### config.mk
export PLATFORM = sky130hd
export DESIGN_NAME = gpio_split_ctrl
export DESIGN_NICKNAME = d
export VERILOG_FILES = /design/src/rtl/gpio_split_pkg.sv /design/src/rtl/gpio_edge_detect.sv /design/src/rtl/gpio_reg_core.sv /design/src/rtl/gpio_split_ctrl.sv
export SDC_FILE = /design/constraint.sdc
export NUM_CORES = 1
export LEC_CHECK = 0
export ABC_AREA = 1
export CAP_MARGIN = 10
export CORE_MARGIN = 3
export CORE_UTILIZATION = 60
export DETAILED_ROUTE_END_ITERATION = 7
export GPL_TIMING_DRIVEN = 0
export PLACE_DENSITY = 0.84
export RECOVER_POWER = 100
export SLEW_MARGIN = 20
export SYNTH_ARGS = -nofsm -noshare
export SYNTH_HDL_FRONTEND = slang
export SYNTH_HIERARCHICAL = 1
export SYNTH_SLANG_ARGS = --single-unit
### constraint.sdc
create_clock -name clk -period 3.7 [get_ports clk]
set_input_delay 0.37 -clock clk [delete_from_list [all_inputs] [get_ports clk]]
set_output_delay 0.37 -clock clk [all_outputs]
set_load 0.02 [all_outputs]
### src/rtl/gpio_split_pkg.sv
package gpio_split_pkg;
    localparam int HALF_W  = 16;
    localparam int PIN_W   = 2 * HALF_W;
    localparam int ADDR_W  = 12;
    localparam int BREN_W  = 3;

    localparam logic [ADDR_W-1:0] OFS_OUT  = 12'h00C;
    localparam logic [ADDR_W-1:0] OFS_IN   = 12'h010;
    localparam logic [ADDR_W-1:0] OFS_FEN  = 12'h014;
    localparam logic [ADDR_W-1:0] OFS_REN  = 12'h018;
    localparam logic [ADDR_W-1:0] OFS_STAT = 12'h020;
    localparam logic [ADDR_W-1:0] OFS_BREN = 12'h508;
    localparam logic [ADDR_W-1:0] HI_STEP  = 12'h500;

    typedef struct packed {
        logic [PIN_W-1:0]  outv;
        logic [PIN_W-1:0]  fen;
        logic [PIN_W-1:0]  ren;
        logic [PIN_W-1:0]  stat;
        logic [BREN_W-1:0] bren;
    } regs_t;

    function automatic logic [ADDR_W-1:0] half_ofs(input int h);
        return (h == 0) ? '0 : HI_STEP;
    endfunction
endpackage

### src/rtl/gpio_edge_detect.sv
module gpio_edge_detect #(
    parameter int W = 32
) (
    input  logic         clk,
    input  logic         rst_n,
    input  logic [W-1:0] pins_i,
    output logic [W-1:0] samp_o,
    output logic [W-1:0] rise_o,
    output logic [W-1:0] fall_o
);
    typedef struct packed {
        logic [W-1:0] samp;
        logic [W-1:0] prev;
    } edge_st_t;

    edge_st_t st_d, st_q;

    always_comb begin
        st_d.samp = pins_i;
        st_d.prev = st_q.samp;
    end

    always_ff @(posedge clk or negedge rst_n) begin
        if (!rst_n) st_q <= '1;
        else        st_q <= st_d;
    end

    assign samp_o = st_q.samp;
    assign rise_o = st_q.samp & ~st_q.prev;
    assign fall_o = ~st_q.samp & st_q.prev;

    // sampled value trails the pins by one edge
    a_r3_sample_latency: assert property (@(posedge clk) disable iff (!rst_n)
        1'b1 |=> (samp_o == $past(pins_i)));
endmodule

### src/rtl/gpio_reg_core.sv
module gpio_reg_core
    import gpio_split_pkg::*;
(
    input  logic              clk,
    input  logic              rst_n,
    input  logic              wr_en,
    input  logic              rd_en,
    input  logic [ADDR_W-1:0] addr,
    input  logic [HALF_W-1:0] wdata,
    input  logic [PIN_W-1:0]  samp,
    input  logic [PIN_W-1:0]  rise,
    input  logic [PIN_W-1:0]  fall,
    output logic [HALF_W-1:0] rdata,
    output logic [PIN_W-1:0]  outv_o,
    output logic [PIN_W-1:0]  stat_o,
    output logic [BREN_W-1:0] bren_o
);
    regs_t rg_d, rg_q;
    logic [PIN_W-1:0] clr_mask;
    logic [PIN_W-1:0] evt;

    always_comb begin
        rg_d     = rg_q;
        clr_mask = '0;
        evt      = (rise & rg_q.ren) | (fall & rg_q.fen);
        if (wr_en) begin
            for (int h = 0; h < 2; h++) begin
                if (addr == OFS_OUT + half_ofs(h))  rg_d.outv[h*HALF_W +: HALF_W] = wdata;
                if (addr == OFS_FEN + half_ofs(h))  rg_d.fen[h*HALF_W +: HALF_W]  = wdata;
                if (addr == OFS_REN + half_ofs(h))  rg_d.ren[h*HALF_W +: HALF_W]  = wdata;
                if (addr == OFS_STAT + half_ofs(h)) clr_mask[h*HALF_W +: HALF_W]  = wdata;
            end
            if (addr == OFS_BREN) rg_d.bren = wdata[BREN_W-1:0];
        end
        rg_d.stat = (rg_q.stat & ~clr_mask) | evt;
    end

    always_ff @(posedge clk or negedge rst_n) begin
        if (!rst_n) rg_q <= '0;
        else        rg_q <= rg_d;
    end

    always_comb begin
        rdata = '0;
        if (rd_en) begin
            for (int h = 0; h < 2; h++) begin
                if (addr == OFS_OUT + half_ofs(h))  rdata = rg_q.outv[h*HALF_W +: HALF_W];
                if (addr == OFS_IN + half_ofs(h))   rdata = samp[h*HALF_W +: HALF_W];
                if (addr == OFS_FEN + half_ofs(h))  rdata = rg_q.fen[h*HALF_W +: HALF_W];
                if (addr == OFS_REN + half_ofs(h))  rdata = rg_q.ren[h*HALF_W +: HALF_W];
                if (addr == OFS_STAT + half_ofs(h)) rdata = rg_q.stat[h*HALF_W +: HALF_W];
            end
            if (addr == OFS_BREN) rdata[BREN_W-1:0] = rg_q.bren;
        end
    end

    assign outv_o = rg_q.outv;
    assign stat_o = rg_q.stat;
    assign bren_o = rg_q.bren;

    // a low-half output write keeps the high half
    a_r2_low_write_keeps_high: assert property (@(posedge clk) disable iff (!rst_n)
        (wr_en && addr == OFS_OUT) |=> $stable(outv_o[PIN_W-1:HALF_W]));

    // a high-half rising-enable write keeps the low half
    a_r2_high_write_keeps_low: assert property (@(posedge clk) disable iff (!rst_n)
        (wr_en && addr == (OFS_REN + HI_STEP)) |=> $stable(rg_q.ren[HALF_W-1:0]));

    // a newly set status bit needs an armed edge in the cycle before
    a_r4_new_status_has_cause: assert property (@(posedge clk) disable iff (!rst_n)
        1'b1 |=> ((stat_o & ~$past(stat_o) & ~$past(evt)) == '0));

    // low-half clear removes written ones that had no coincident event
    a_r6_clear_low_half: assert property (@(posedge clk) disable iff (!rst_n)
        (wr_en && addr == OFS_STAT) |=>
            ((stat_o[HALF_W-1:0] & $past(wdata & ~evt[HALF_W-1:0])) == '0));
endmodule

### src/rtl/gpio_split_ctrl.sv
module gpio_split_ctrl
    import gpio_split_pkg::*;
#(
    parameter int BRIGHT_LSB = 16,
    parameter int SDA_BIT    = 29,
    parameter int SCL_BIT    = 30
) (
    input  logic              clk,
    input  logic              rst_n,
    input  logic              bus_sel,
    input  logic              bus_wr,
    input  logic [ADDR_W-1:0] bus_addr,
    input  logic [HALF_W-1:0] bus_wdata,
    output logic [HALF_W-1:0] bus_rdata,
    input  logic [PIN_W-1:0]  pins_i,
    output logic              irq_o,
    output logic [BREN_W-1:0] bright_o,
    output logic [BREN_W-1:0] bright_en_o,
    output logic              ser_data_o,
    output logic              ser_clk_o
);
    logic [PIN_W-1:0] samp, rise, fall, outv, stat;
    logic             wr_en;

    assign wr_en = bus_sel & bus_wr;

    gpio_edge_detect #(.W(PIN_W)) u_edge (
        .clk    (clk),
        .rst_n  (rst_n),
        .pins_i (pins_i),
        .samp_o (samp),
        .rise_o (rise),
        .fall_o (fall)
    );

    gpio_reg_core u_core (
        .clk    (clk),
        .rst_n  (rst_n),
        .wr_en  (wr_en),
        .rd_en  (bus_sel),
        .addr   (bus_addr),
        .wdata  (bus_wdata),
        .samp   (samp),
        .rise   (rise),
        .fall   (fall),
        .rdata  (bus_rdata),
        .outv_o (outv),
        .stat_o (stat),
        .bren_o (bright_en_o)
    );

    assign irq_o      = |stat;
    assign bright_o   = outv[BRIGHT_LSB +: BREN_W];
    assign ser_data_o = outv[SDA_BIT];
    assign ser_clk_o  = outv[SCL_BIT];

    // interrupt can only rise after some sampled edge
    a_r7_irq_needs_edge: assert property (@(posedge clk) disable iff (!rst_n)
        $rose(irq_o) |-> ($past(rise | fall) != '0));

    // side lines move only after a high-half output write
    a_r8_sides_hold: assert property (@(posedge clk) disable iff (!rst_n)
        !(wr_en && bus_addr == (OFS_OUT + HI_STEP)) |=>
            $stable({bright_o, ser_data_o, ser_clk_o}));
endmodule

==> key figures <==
Outcome
  – Status: finished, violations left
  – Failing checks: capacitance limit, slew limit

STA
  – Tmin final: 3.58 ns
  – RSZ-0062 raised after global routing: no
  – Fin. Hold Viols: 0
  – Worst slew pin tran: 2.30 ns
  – Rel. slew slack: -53.2%
  – Final Skew: 0.00685 ns
  – Setup TNS: 0 ns
  – Setup-failing EPs final: 0
  – Max-slew violations: 93
  – Fmax achieved: 280 MHz
  – Hold_ws: 0.399 ns
  – Final worst-path cycle share: 96.7%

Drt
  – Metal-1 WL: 11200 um
  – Met3 WL: 2800 um
  – DR vias/cell: 5.59
  – Post-DRT Antenna Nets: 0
  – Detail Route met2 WL: 13000 um
  – Routed vias: 9173
  – WL/cell: 17.3 um
  – Remaining DRCs: 0
  – Starting DRT DRC Count: 1055
  – Highest Signal Layer: met4
  – DRT Pass-1 Iters: 6
  – Routed WL: 28300 um

Power and ir drop
  – VDD IR max: 0.420 mV
  – Power, Total: 0.00439 W
  – LEAKAGE: 5.60 nW
  – Pwr Density: 370 nW/um2

Synthesis
  – Yosys warns: 6
  – Post-Synthesis Cell Area: 10100 um2
  – Post-Syn Area per Cell: 7.75 um2
  – Synth Net Count: 1367
  – Syn Inst Count: 1303

Global routing
  – Vias in the first global route: 8663
  – Overall routing resource usage: 31.3%
  – Initial antenna violation count: 0
  – GRT Residual Overflow: 0
  – Largest net degree at the start of global routing: 105
  – First-pass GRT wire length: 44100 um

Critical path
  – CP Max Fanout: 10
  – Critical path launch point type: input port
  – Critical Path AT: 3.21 ns
  – Critical Path RT: 3.33 ns
  – Critical path class: input port to output port
  – Critical Path Sink Type: output port

Clocking
  – H-tree levels: 4
  – CTS tree: yes
  – Clk Latency, worst-skew pair: 0.44 ns
  – Reg clk slew, reported paths: 0.07 ns
  – Worst-case clock buffer depth: 2
  – Num CTS Buffers: 17
  – Clock root buffer: clkbuf_16
  – CTS Sinks: 195

Finish
  – Synthesis-to-layout area growth: 17.7%
  – Area of the multi-input gates: 3730 um2
  – Reg area: 4960 um2
  – Antenna cells: 0
  – # fillers: 1220
  – Layout cell share with drive strength beyond 1: 15.4%
  – Final net count: 1477

Place
  – Port Buf Inserts: 88
  – GPL Wtd Cong: 0.905
  – Hpwl dp: 20000 um

Die
  – DIE HEIGHT: 136 um
  – Area of the core: 16200 um2
  – Initial Util: 62.4%
  – Die width: 136 um
  – I/O Pins: 89
  – # rows: 46
  – Die Area: 18400 um2

Job
  – Total of max-cap violations: 1

Worst hold path
  – Hold Crit Class: flop to flop
## final timing paths
check	from	to	slack (ns)	depth (start not counted)
max in group asynchronous	rst_n	u_core/outv_o[28]	0.74	3
hold reg to reg	u_edge/samp_o[6]	u_edge/st_q[6]	0.40	0
min in group asynchronous	rst_n	u_core/stat_o[2]	1.14	2
hold / removal	u_edge/samp_o[6]	u_edge/st_q[6]	0.40	0
setup reg to reg	u_edge/samp_o[13]	u_core/stat_o[13]	2.67	4
setup / recovery	bus_addr[5]	bus_rdata[12]	0.12	8
## state kept, by name, summed over array words and instances, names as in the netlist
name           cells
u_core/bren_o      3
u_core/outv_o     32
u_edge/samp_o     32
u_core/stat_o     32
u_edge/st_q       32
u_core/rg_q       64
## power breakdown
part,total (W),switching [W],leakage (nW),internal [W]
clock,0.00193,0.000871,0.303,0.00106
combinational,0.000240,0.000141,2.97,0.0000991
sequential,0.00222,0.0000334,2.32,0.00219
## metrics by stage
stage | cell area, um2 | utilization, % | cells | setup WS, ns
2_1_floorplan | 10100 | - | 1303 | 1.58
3_3_place_gp | 11200 | 69.5 | 1607 | -5.66
3_5_place_dp | 11300 | 69.8 | 1608 | 0.151
4_1_cts | 11900 | 73.6 | 1641 | 0.134
5_1_grt | 11900 | 73.5 | 1642 | 0.000473
6_report | 11900 | 73.5 | 1642 | 0.123
## worst max-delay path, stage by stage
cell	delay (ns)
clkdlybuf4s50_1	0.53
nor2_1	0.18
nand2_2	0.12
nor3_2	0.39
clkbuf_1	0.57
a21oi_1	0.19
a21oi_2	0.22
clkdlybuf4s50_1	0.63
## layer usage
layer / vias up / GRT usage, %
met5: - / 0
met4: 0 / 14.5
met3: 95 / 6.13
met2: 584 / 49.0
met1: 4289 / 42.2
li1: 4205 / -
## repair_timing
item	4_1_cts	5_1_grt
setup buffers	0	1
endpoints found under the setup margin	0	9
endpoints found under the hold margin	63	0
hold buffers	1	0
gates resized for setup	0	1
## cell usage in the layout, fill, tap and decap left out, types with 3 or more instances in the layout
cell type and count:
a21oi_1 27, a21oi_2 9, buf_2 17, buf_4 75, buf_6 6, clkbuf_1 25, clkbuf_16 17, clkdlybuf4s50_1 46
clkinv_4 4, dfrtp_1 131, dfstp_1 32, dfstp_2 32, dlygate4sd3_1 42, inv_1 152, inv_2 4, inv_6 6
nand2_1 337, nand2_2 14, nand3_1 85, nor2_1 144, nor2_4 4, o21a_1 11, o21ai_0 150, o21ai_1 16
o21bai_1 3, or2_2 14
## cell type report
| type | count | share of cell area [%] |
|---|---|---|
| Clock inverter | 13 | 1.36 |
| Clock buffer | 19 | 3.81 |
| Sequential cell | 195 | 41.7 |
| Multi-Input combinational cell | 828 | 31.4 |
| Inverter | 158 | 5.03 |
| Buffer | 122 | 6.82 |
| Timing Repair Buffer | 91 | 7.61 |
| Tap cell | 216 | 2.27 |
Note: power is estimated with default switching activity, not from simulation.
